--- config.mk ---
export PLATFORM = sky130hd
export DESIGN_NAME = gpad_cfg_bank
export DESIGN_NICKNAME = d
export VERILOG_FILES = /design/src/rtl/gpad_pkg.sv /design/src/rtl/gpad_wdec.sv /design/src/rtl/gpad_pull_bank.sv /design/src/rtl/gpad_drive_bank.sv /design/src/rtl/gpad_cfg_bank.sv
export SDC_FILE = /design/constraint.sdc
export NUM_CORES = 1
export LEC_CHECK = 0
export CORE_UTILIZATION = 33
export CTS_CLUSTER_SIZE = 28
export DETAILED_ROUTE_END_ITERATION = 12
export SLEW_MARGIN = 5
export SYNTH_ARGS = -nofsm -noshare
export SYNTH_HDL_FRONTEND = slang
export SYNTH_SLANG_ARGS = --single-unit
--- constraint.sdc ---
create_clock -name clk -period 2.4 [get_ports clk]
set_input_delay 0.6 -clock clk [delete_from_list [all_inputs] [get_ports clk]]
set_output_delay 0.6 -clock clk [all_outputs]
set_load 0.01 [all_outputs]
--- src/rtl/gpad_pkg.sv ---
package gpad_pkg;
    localparam int unsigned OFF_OD   = 0;
    localparam int unsigned OFF_PU   = 1;
    localparam int unsigned OFF_PD   = 2;
    localparam int unsigned OFF_D2   = 3;
    localparam int unsigned OFF_D4   = 4;
    localparam int unsigned OFF_D8   = 5;
    localparam int unsigned OFF_SLEW = 6;
    localparam int unsigned NUM_REGS = 7;

    typedef enum logic [1:0] {
        PULL_NONE = 2'd0,
        PULL_UP   = 2'd1,
        PULL_DOWN = 2'd2
    } pull_e;

    typedef enum logic [1:0] {
        DRV_2MA = 2'd0,
        DRV_4MA = 2'd1,
        DRV_8MA = 2'd2
    } drive_e;
endpackage

--- src/rtl/gpad_wdec.sv ---
module gpad_wdec #(
    parameter int unsigned ADDR_W = 3,
    localparam int unsigned SLOTS = 1 << ADDR_W
) (
    input  logic              wr_en,
    input  logic [ADDR_W-1:0] addr,
    output logic [SLOTS-1:0]  wr_stb
);
    // One strobe per word offset; at most one is high per cycle.
    for (genvar s = 0; s < SLOTS; s++) begin : g_slot
        assign wr_stb[s] = wr_en && (addr == ADDR_W'(s));
    end
endmodule

--- src/rtl/gpad_pull_bank.sv ---
module gpad_pull_bank
    import gpad_pkg::*;
#(
    parameter int unsigned PINS = 8
) (
    input  logic            clk,
    input  logic            rst_n,
    input  logic            wr_up,
    input  logic            wr_dn,
    input  logic [PINS-1:0] wdata,
    output logic [PINS-1:0] pu,
    output logic [PINS-1:0] pd
);
    for (genvar p = 0; p < PINS; p++) begin : g_pin
        pull_e state_q, state_d;

        // State register.
        always_ff @(posedge clk or negedge rst_n) begin
            if (!rst_n) state_q <= PULL_NONE;
            else        state_q <= state_d;
        end

        // Transitions: GO_UP, GO_DOWN, DROP_UP, DROP_DOWN.
        always_comb begin
            state_d = state_q;
            if (wr_up) begin
                if (wdata[p])                  state_d = PULL_UP;
                else if (state_q == PULL_UP)   state_d = PULL_NONE;
            end else if (wr_dn) begin
                if (wdata[p])                  state_d = PULL_DOWN;
                else if (state_q == PULL_DOWN) state_d = PULL_NONE;
            end
        end

        // Outputs.
        always_comb begin
            pu[p] = 1'b0;
            pd[p] = 1'b0;
            unique case (state_q)
                PULL_NONE: ;
                PULL_UP:   pu[p] = 1'b1;
                PULL_DOWN: pd[p] = 1'b1;
                default:   ;
            endcase
        end
    end
endmodule

--- src/rtl/gpad_drive_bank.sv ---
module gpad_drive_bank
    import gpad_pkg::*;
#(
    parameter int unsigned PINS = 8
) (
    input  logic            clk,
    input  logic            rst_n,
    input  logic            wr_d2,
    input  logic            wr_d4,
    input  logic            wr_d8,
    input  logic            wr_slew,
    input  logic [PINS-1:0] wdata,
    output logic [PINS-1:0] drv2,
    output logic [PINS-1:0] drv4,
    output logic [PINS-1:0] drv8,
    output logic [PINS-1:0] slew_raw,
    output logic [PINS-1:0] slew_eff
);
    always_ff @(posedge clk or negedge rst_n) begin
        if (!rst_n)       slew_raw <= '0;
        else if (wr_slew) slew_raw <= wdata;
    end

    for (genvar p = 0; p < PINS; p++) begin : g_pin
        drive_e state_q, state_d;

        always_ff @(posedge clk or negedge rst_n) begin
            if (!rst_n) state_q <= DRV_2MA;
            else        state_d_apply: state_q <= state_d;
        end

        // Transitions SEL_2, SEL_4, SEL_8; a 0 bit leaves the state alone.
        always_comb begin
            state_d = state_q;
            if (wdata[p]) begin
                if (wr_d2)      state_d = DRV_2MA;
                else if (wr_d4) state_d = DRV_4MA;
                else if (wr_d8) state_d = DRV_8MA;
            end
        end

        always_comb begin
            drv2[p] = 1'b0;
            drv4[p] = 1'b0;
            drv8[p] = 1'b0;
            unique case (state_q)
                DRV_2MA: drv2[p] = 1'b1;
                DRV_4MA: drv4[p] = 1'b1;
                DRV_8MA: drv8[p] = 1'b1;
                default: drv2[p] = 1'b1;
            endcase
        end

        assign slew_eff[p] = slew_raw[p] & drv8[p];
    end
endmodule

--- src/rtl/gpad_cfg_bank.sv ---
module gpad_cfg_bank
    import gpad_pkg::*;
#(
    parameter int unsigned PINS   = 8,
    parameter int unsigned ADDR_W = 3
) (
    input  logic              clk,
    input  logic              rst_n,
    input  logic              wr_en,
    input  logic [ADDR_W-1:0] addr,
    input  logic [PINS-1:0]   wdata,
    output logic [PINS-1:0]   rdata,
    input  logic [PINS-1:0]   pin_dir,
    output logic [PINS-1:0]   pad_od_drive,
    output logic [PINS-1:0]   pad_od_sense,
    output logic [PINS-1:0]   pad_pu,
    output logic [PINS-1:0]   pad_pd,
    output logic [PINS-1:0]   pad_drv2,
    output logic [PINS-1:0]   pad_drv4,
    output logic [PINS-1:0]   pad_drv8,
    output logic [PINS-1:0]   pad_slew
);
    localparam int unsigned SLOTS = 1 << ADDR_W;

    logic [SLOTS-1:0] wr_stb;
    logic [PINS-1:0]  od_q;
    logic [PINS-1:0]  slew_raw;

    gpad_wdec #(.ADDR_W(ADDR_W)) u_dec (
        .wr_en  (wr_en),
        .addr   (addr),
        .wr_stb (wr_stb)
    );

    gpad_pull_bank #(.PINS(PINS)) u_pull (
        .clk   (clk),
        .rst_n (rst_n),
        .wr_up (wr_stb[OFF_PU]),
        .wr_dn (wr_stb[OFF_PD]),
        .wdata (wdata),
        .pu    (pad_pu),
        .pd    (pad_pd)
    );

    gpad_drive_bank #(.PINS(PINS)) u_drv (
        .clk      (clk),
        .rst_n    (rst_n),
        .wr_d2    (wr_stb[OFF_D2]),
        .wr_d4    (wr_stb[OFF_D4]),
        .wr_d8    (wr_stb[OFF_D8]),
        .wr_slew  (wr_stb[OFF_SLEW]),
        .wdata    (wdata),
        .drv2     (pad_drv2),
        .drv4     (pad_drv4),
        .drv8     (pad_drv8),
        .slew_raw (slew_raw),
        .slew_eff (pad_slew)
    );

    always_ff @(posedge clk or negedge rst_n) begin
        if (!rst_n)              od_q <= '0;
        else if (wr_stb[OFF_OD]) od_q <= wdata;
    end

    assign pad_od_drive = od_q & pin_dir;
    assign pad_od_sense = od_q & ~pin_dir;

    always_comb begin
        rdata = '0;
        case (int'(addr))
            OFF_OD:   rdata = od_q;
            OFF_PU:   rdata = pad_pu;
            OFF_PD:   rdata = pad_pd;
            OFF_D2:   rdata = pad_drv2;
            OFF_D4:   rdata = pad_drv4;
            OFF_D8:   rdata = pad_drv8;
            OFF_SLEW: rdata = slew_raw;
            default:  rdata = '0;
        endcase
    end
endmodule

==> Yosys cells after proc, flatten, opt, wreduce, memory -nomap -nowiden <==
Index checks and enable logic that the tools add are counted.
{ "totals": {"register_bits": 48, "wordCells": 209} }
{ "classes": {"n_reduce_logical": 42, "eq_ne": 46, "n_mux": 92, "bitwise": 11} }
{ "ops": {"columns": ["operator", "n"], "rows": [
  ["$mux W2", 51],
  ["$pmux W8 S7", 1],
  ["$mux W1", 40],
  ["$eq A2 B1 Y1 const B", 16],
  ["$eq A2 B2 Y1 const B", 16],
  ["$reduce_bool A3 Y1", 9],
  ["$ne A3 B3 Y1 const B", 8],
  ["$reduce_and A3 Y1", 8],
  ["$and A8 B8 Y8", 2],
  ["$reduce_and A2 Y1", 8],
  ["$reduce_or A2 Y1", 8],
  ["$eq A3 B3 Y1 const B", 3],
  ["$and A1 B1 Y1", 8],
  ["$not A8 Y8", 1],
  ["$logic_and A1 B1 Y1", 7],
  ["$eq A3 B2 Y1 const B", 2],
  ["$eq A3 B1 Y1 const B", 1],
  ["$logic_not A3 Y1", 1],
  ["$reduce_bool A2 Y1", 1]
]} }

==> Logic depth before layout (Yosys ltp) <==
Gate-level depths: netlist (run 1).
{ "logic_depth": {"ltp_word": 5, "depth_mapped": 6, "mapped_depth_nobuf": 5} }

==> Hierarchy <==
From an unflattened synthesis (run 1), not the netlist that was laid out.
{ "unflattened": {"hier_cells": 327, "hier_area_um2": 3299.4} }
{ "by_module_without_submodules": {"columns": ["module", "n_inst", "area_each_um2", "cells_each"], "rows": [
  ["gpad_drive_bank", 1, 1272.5, 111],
  ["gpad_cfg_bank", 1, 1011.0, 106],
  ["gpad_pull_bank", 1, 919.6, 102],
  ["gpad_wdec", 1, 96.3, 8]
]} }

==> Least setup slack after synthesis (run 1) <==
No wires, ideal clock.
{ "synth_path": {"path_kind": "in2out", "from": "input port addr[1]", "to": "output port rdata[5]", "stages": 5, "t_arrival_ns": 1.656, "path_slack_ns": 0.144, "n_path_buf": 3, "cell_sequence": "buf_4 > buf_6 > buf_4 > mux2i_1 > o311ai_0"} }
{ "synth_between": {"elab_chain_len": 2} }
{ "synth_lines": {"columns": ["item", "line", "source"], "rows": [
  ["from (decl)", "gpad_cfg_bank.sv:10", "input logic [ADDR_W-1:0] addr,"],
  ["$eq A3 B3 Y1 (tied with other cells)", "gpad_cfg_bank.sv:70", "case (int'(addr))"],
  ["$pmux W8 S7 (*)", "gpad_cfg_bank.sv:70", null],
  ["to (decl)", "gpad_cfg_bank.sv:12", "output logic [PINS-1:0] rdata,"]
]} }
Mark *: on every way between the ends. The rest lies on a longest branch, timed or not.

==> Worst setup path after layout (run 1) <==
{ "layout_path": {"from": "input port addr[0]", "to": "output port rdata[6]"} }
The elaborated chain is that of the path after synthesis.

==> reports/metrics.yaml, run 1 <==
placement_rows: 35
slew_headroom: 0.637
wirelength_microns: 9480
cp_cell_sequence: "buf_2 -> buf_12 -> nor4bb_2 -> a2111oi_1 -> o221ai_1 -> buf_2"
critical_path_required_ps: 1800
grt_pass1_wl_microns: 14900
layout_commonest_cell: "clkdlybuf4s50_1"
firstDrtPassIters: 4
ant_nets: 0
rsz0062_at_grt: "true"
fin_tns_setup_ps: 0
layout-drive-gt1-share: 0.226
p_leak_uw: 0.00206
crit_arrival_ps: 1800
maxCapViolations: 0
worstMarginPinSlew_ps: 544
cts_tree: "yes"
fin_skew_ps: 3.24
drt-initial-drc-count: 139
r2r_cells: 3
clock_latency_ps: 300
critPathMaxFanout: 11
layout_common_cells: "81 x clkdlybuf4s50_1, 48 x dfrtp_1, 37 x buf_4"
timing.final.crit_period_ps: 2400
yosysWarnings: 0
avgSynthCellArea_sq_um: 9.52
status: "finished clean"
seq_area_frac_synth: 0.377
drc_errors: 0
layout.nets: 493
finalSetupViolations: 0
combPwrFrac: 0.460
cp-end-kind: "primary output"
p_int_uw: 2010
yosysTopAreaCellShare: 0.377
peakVddDrop_mv: 0.300
ys_ff_latch: 48
via_per_inst: 5.04
wl_per_cell_microns: 16.2
fin_area_sq_um: 4680
p_clk_frac: 0.171
slowest_stage: "a2111oi_1"
r2r_start: "u_pull.g_pin[0].state_q[1]"
fmax_ghz: 0.417
io_buffers: 93
hold_class: "in -> async"
vias: 2947
synth_nets: 373
post-route-period-util: 0.999
power-per-cell-area_nw_per_um2: 654
first_global_vias: 2858
grt_usage: 0.192
ios: 94
power_uw: 3060
antenna_found_initial: 0
synth.distinct_cells: 48
r2r-end: "u_pull.g_pin[0].state_q[0]"
path_class: "in -> out"
core_area_sq_um: 9280
die_h_microns: 100
die_w_microns: 100
p_switching_uw: 1050
critical_path.max_stage_delay_ps: 380
root_buffer: "clkbuf_8"
hold_violations: 0
critPathMostFrequentCell: "buf_2"
overflow: 0
yosysTopAreaCell: "dfrtp_1"
grt_max_degree: 28
post_dp_cell_area_sq_um: 4500
num_antenna_cells: 0
start_kind: "input pin"
slew_viol_final: 0
p_seq_frac: 0.369
cts-htree-levels: 2
cts_buffer_depth: 2
synth_cells: 335
cts_buffers: 5
start_util: 0.343
syn-cell-area_sq_um: 3190
synth_top_cells_by_area: "dfrtp_1 38%, mux2_2 7.1%, ha_1 6.3%, nor2b_1 5.5%, a221oi_1 4.1%"
fillers: 878
hpwl_microns: 7250
r2r_slack_ps: 1470
die_area_sq_um: 10100
gp_congestion: 0.831
worst-path-buf-inv: 3
switching_share: 0.343
clock-sinks: 48
path_clk_slew_ps: 90
crit_family: "compound AO/OA/AOI/OAI gates"
area_delta_synth_final_pct: 46.7
final cells by class:
cell class | instances | area, sq um | area share
Sequential cell | 48 | 1200 | 0.257
Multi-Input combinational cell | 230 | 1780 | 0.380
Timing Repair Buffer | 137 | 1320 | 0.281
Tap cell | 129 | 161 | 0.0345
Clock inverter | 1 | 7.51 | 0.00161
Clock buffer | 7 | 86.3 | 0.0185
Inverter | 33 | 126 | 0.0270
stage by stage:
| stage | util | setup slack (ps) | hold WS, ps | instances |
|---|---|---|---|---|
| 2_1_floorplan | - | 144 | 304 | 335 |
| 3_3_place_gp | 0.484 | -708 | 512 | 571 |
| 3_5_place_dp | 0.484 | -739 | 514 | 571 |
| 4_1_cts | 0.505 | -38.1 | 290 | 585 |
| 5_1_grt | 0.504 | -39.4 | 298 | 585 |
| 6_report | 0.504 | 1.88 | 268 | 585 |
kinds of logic after synthesis:
kind of cell,share of synthesized area
AND/OR/NAND/NOR,0.193
AO/OA/AOI/OAI,0.189
buffers and inverters,0.0844
flip-flops,0.377
multiplexers,0.0942
adder cells (fa/ha/maj),0.0628
power by group through the flow:
stage	clock network (uW)	logic (uW)	registers, uW
after floorplan	0	702	1090
after global placement	0	1390	1130
after detailed placement	0	1410	1140
after CTS	531	1430	1130
after global routing	569	1520	1150
final	523	1410	1130
cell usage after synthesis, drive strengths merged:
master and count:
dfrtp 48, inv 33, a2bb2oi 4, nor4bb 4, o221ai 3, and2b 1, a221o 1, nand2b 2
mux2 21, and2 16, and4b 1, a22o 1, nor4 1, nor2b 28, buf 21, clkbuf 3
nand4bb 1, o22a 1, a21boi 3, nand3 1, and4bb 1, mux2i 6, ha 16, o311ai 1
o211ai 1, and3 2, nand3b 2, a2111oi 2, a21oi 17, a221oi 16, nor3b 2, o21ai 21
o221a 1, a32oi 1, nor2 16, o22ai 4, and3b 5, a22oi 2, a211oi 8, nand2 17
worst reg2reg max path, stage by stage (launching register included):
cell and delay [ps]:
dfrtp_1 430, inv_1 90, o22ai_1 70, a22o_1 240
sequential cells by signal, indices dropped and copies added (netlist names):
name / cells
u_drv.g_pin.state_q: 16
u_pull.g_pin.state_q: 16
u_drv.slew_raw: 8
od_q: 8
timing repair:
action | CTS | global route
endpoints found under the setup margin | 8 | 6
cloned | 2 | 0
pin swaps | 3 | 2
buffers inserted | 4 | 0
hold buffers | 0 | 0
resized for setup | 48 | 8
worst max-delay path by stage:
stage / to / cells past startpoint / start
final: rdata[6] / 6 / addr[0]
after global routing: rdata[6] / 6 / addr[0]
after CTS: rdata[6] / 6 / addr[1]
after detailed placement: rdata[6] / 6 / addr[1]
after global placement: rdata[5] / 6 / addr[1]
after floorplan: rdata[5] / 5 / addr[1]
layer usage:
metal,wire (microns),part of all wire,track usage,vias to the layer above
li1,-,-,-,1424
met1,4380,0.46,0.262,1420
met2,4510,0.48,0.321,92
met3,479,0.051,0.0292,11
met4,116,0.012,0.0424,0
met5,0,0,0,-
Power figures use the tool's default switching activity.
==> run 2, diff against run 1 <==
Settings changed: SYNTH_HIERARCHICAL set to 1.
==> run 2 against run 1 <==
Register-to-register slack got worse by 50 ps. Critical path type is now reg -> out. Critical path depth unchanged. Clock skew decreased by 2.1 ps. First-iteration DRC count decreased by 27%. Wire length increased by 1.6%. Synthesized area increased by 3.2%. Worst hold slack got worse by 73 ps. Sequential share of layout area decreased by 0.97 points. Combinational power decreased by 11%.
==> reports/metrics.yaml, run 2 <==
overflow: 0
maxCapViolations: 0
root_buffer: "clkbuf_8"
timing.final.crit_period_ps: 2350
switching_share: 0.330
cts_buffer_depth: 2
hpwl_microns: 7050
cts_tree: "yes"
combPwrFrac: 0.442
path_class: "reg -> out"
cp-endpoint: "rdata[4]"
start_kind: "register"
fmax_ghz: 0.426
ios: 94
p_seq_frac: 0.378
r2r_start: "u_pull/g_pin[5].state_q[1]"
avgSynthCellArea_sq_um: 10.1
yosysWarnings: 6
cp-end-kind: "primary output"
ant_nets: 0
via_per_inst: 5.02
num_antenna_cells: 0
power_uw: 2830
clock_latency_ps: 290
vias: 2967
cp-startpoint: "u_drv/g_pin[4].state_q[1]"
synth_cells: 326
layout_common_cells: "79 x clkdlybuf4s50_1, 48 x dfrtp_1, 40 x buf_4"
reg_top3: "u_drv/g_pin.state_q: 16 flops, u_pull/g_pin.state_q: 16 flops"
layout.nets: 495
die_w_microns: 102
peakVddDrop_mv: 0.208
placement_rows: 36
gp_congestion: 0.781
layout-drive-gt1-share: 0.266
antenna_found_initial: 0
critPathMaxFanout: 2
cts_buffers: 5
drc_errors: 0
p_switching_uw: 935
fin_tns_setup_ps: 0
p_int_uw: 1900
slew_viol_final: 0
grt_max_degree: 19
grt_usage: 0.186
r2r_cells: 3
fin_skew_ps: 1.10
die_area_sq_um: 10400
cts_hold_buf: 0
path_clk_slew_ps: 90
r2r-end: "u_pull/g_pin[5].state_q[0]"
grt_pass1_wl_microns: 14700
first_global_vias: 2790
wirelength_microns: 9630
layout_commonest_cell: "clkdlybuf4s50_1"
clock-sinks: 48
drt-initial-drc-count: 102
synth_nets: 364
power-per-cell-area_nw_per_um2: 583
p_clk_frac: 0.180
io_buffers: 93
r2r_slack_ps: 1420
finalSetupViolations: 0
cts-htree-levels: 2
wl_per_cell_microns: 16.3
status: "finished clean"
p_leak_uw: 0.00217
slew_headroom: 0.663
hold_ws_ps: 196
post-route-period-util: 0.978
die_h_microns: 102
firstDrtPassIters: 4
core_area_sq_um: 9730
crit_arrival_ps: 1750
critical_path_required_ps: 1800
start_util: 0.338
worstMarginPinSlew_ps: 504
syn-cell-area_sq_um: 3290
hold_class: "in -> async"
hold_violations: 0
area_delta_synth_final_pct: 47.7
-- run 2: repair_timing --
item | 4_1_cts | 5_1_grt
resized for setup | 50 | 17
pin swaps | 3 | 7
gates cloned | 3 | 0
setup buffers | 7 | 3
setup endpoints to repair | 8 | 11
-- run 2: layout make-up --
type / instances / area [sq um]
clock buffer: 8 / 90.1
timing repair buffer: 143 / 1380
tap: 133 / 166
sequential: 48 / 1200
inverter: 17 / 63.8
fill: 930 / 4870
multi-input combinational: 242 / 1960
-- run 2: how the worst min path moves through the flow --
stage                            startpoint                end  slack, ps  depth (start not counted)
after floorplan                       rst_n            od_q[0]        300                          0
after global placement    u_drv/slew_raw[3]  u_drv/slew_raw[3]        520                          1
after detailed placement  u_drv/slew_raw[3]  u_drv/slew_raw[3]        520                          1
after CTS                             rst_n  u_drv/slew_raw[3]        200                          1
after global routing                  rst_n  u_drv/slew_raw[3]        210                          1
final                                 rst_n  u_drv/slew_raw[5]        200                          1
-- run 2: critical path, stage by stage, from the launching register on --
cell,delay [ps]
dfrtp_1,390
buf_4,150
ha_4,170
mux2_4,260
a211oi_2,230
o21ai_2,90
buf_2,150
-- run 2: power groups by stage --
stage,combinational (uW),sequential [uW],clock [uW]
final,1250,1070,508
after floorplan,592,1040,0
after global placement,1170,1080,0
after detailed placement,1190,1080,0
after CTS,1210,1070,523
after global routing,1350,1090,558
-- run 2: metrics by stage --
step                      std cells   util  worst slack (ps)  cell area (sq um)
after CTS                       589  0.494              1.56               4800
after global placement          571  0.471              -638               4590
after detailed placement        571  0.471              -664               4590
after floorplan                 326      -               453               3290
after global routing            591  0.499             -2.94               4860
final                           591  0.499              53.2               4860
-- run 2: layer usage --
layer / part of all wire / GRT usage / vias up
met1: 0.46 / 0.255 / 1436
met3: 0.045 / 0.0321 / 14
met2: 0.48 / 0.298 / 88
li1: - / - / 1429
met4: 0.017 / 0.0593 / 0
met5: 0 / 0 / -
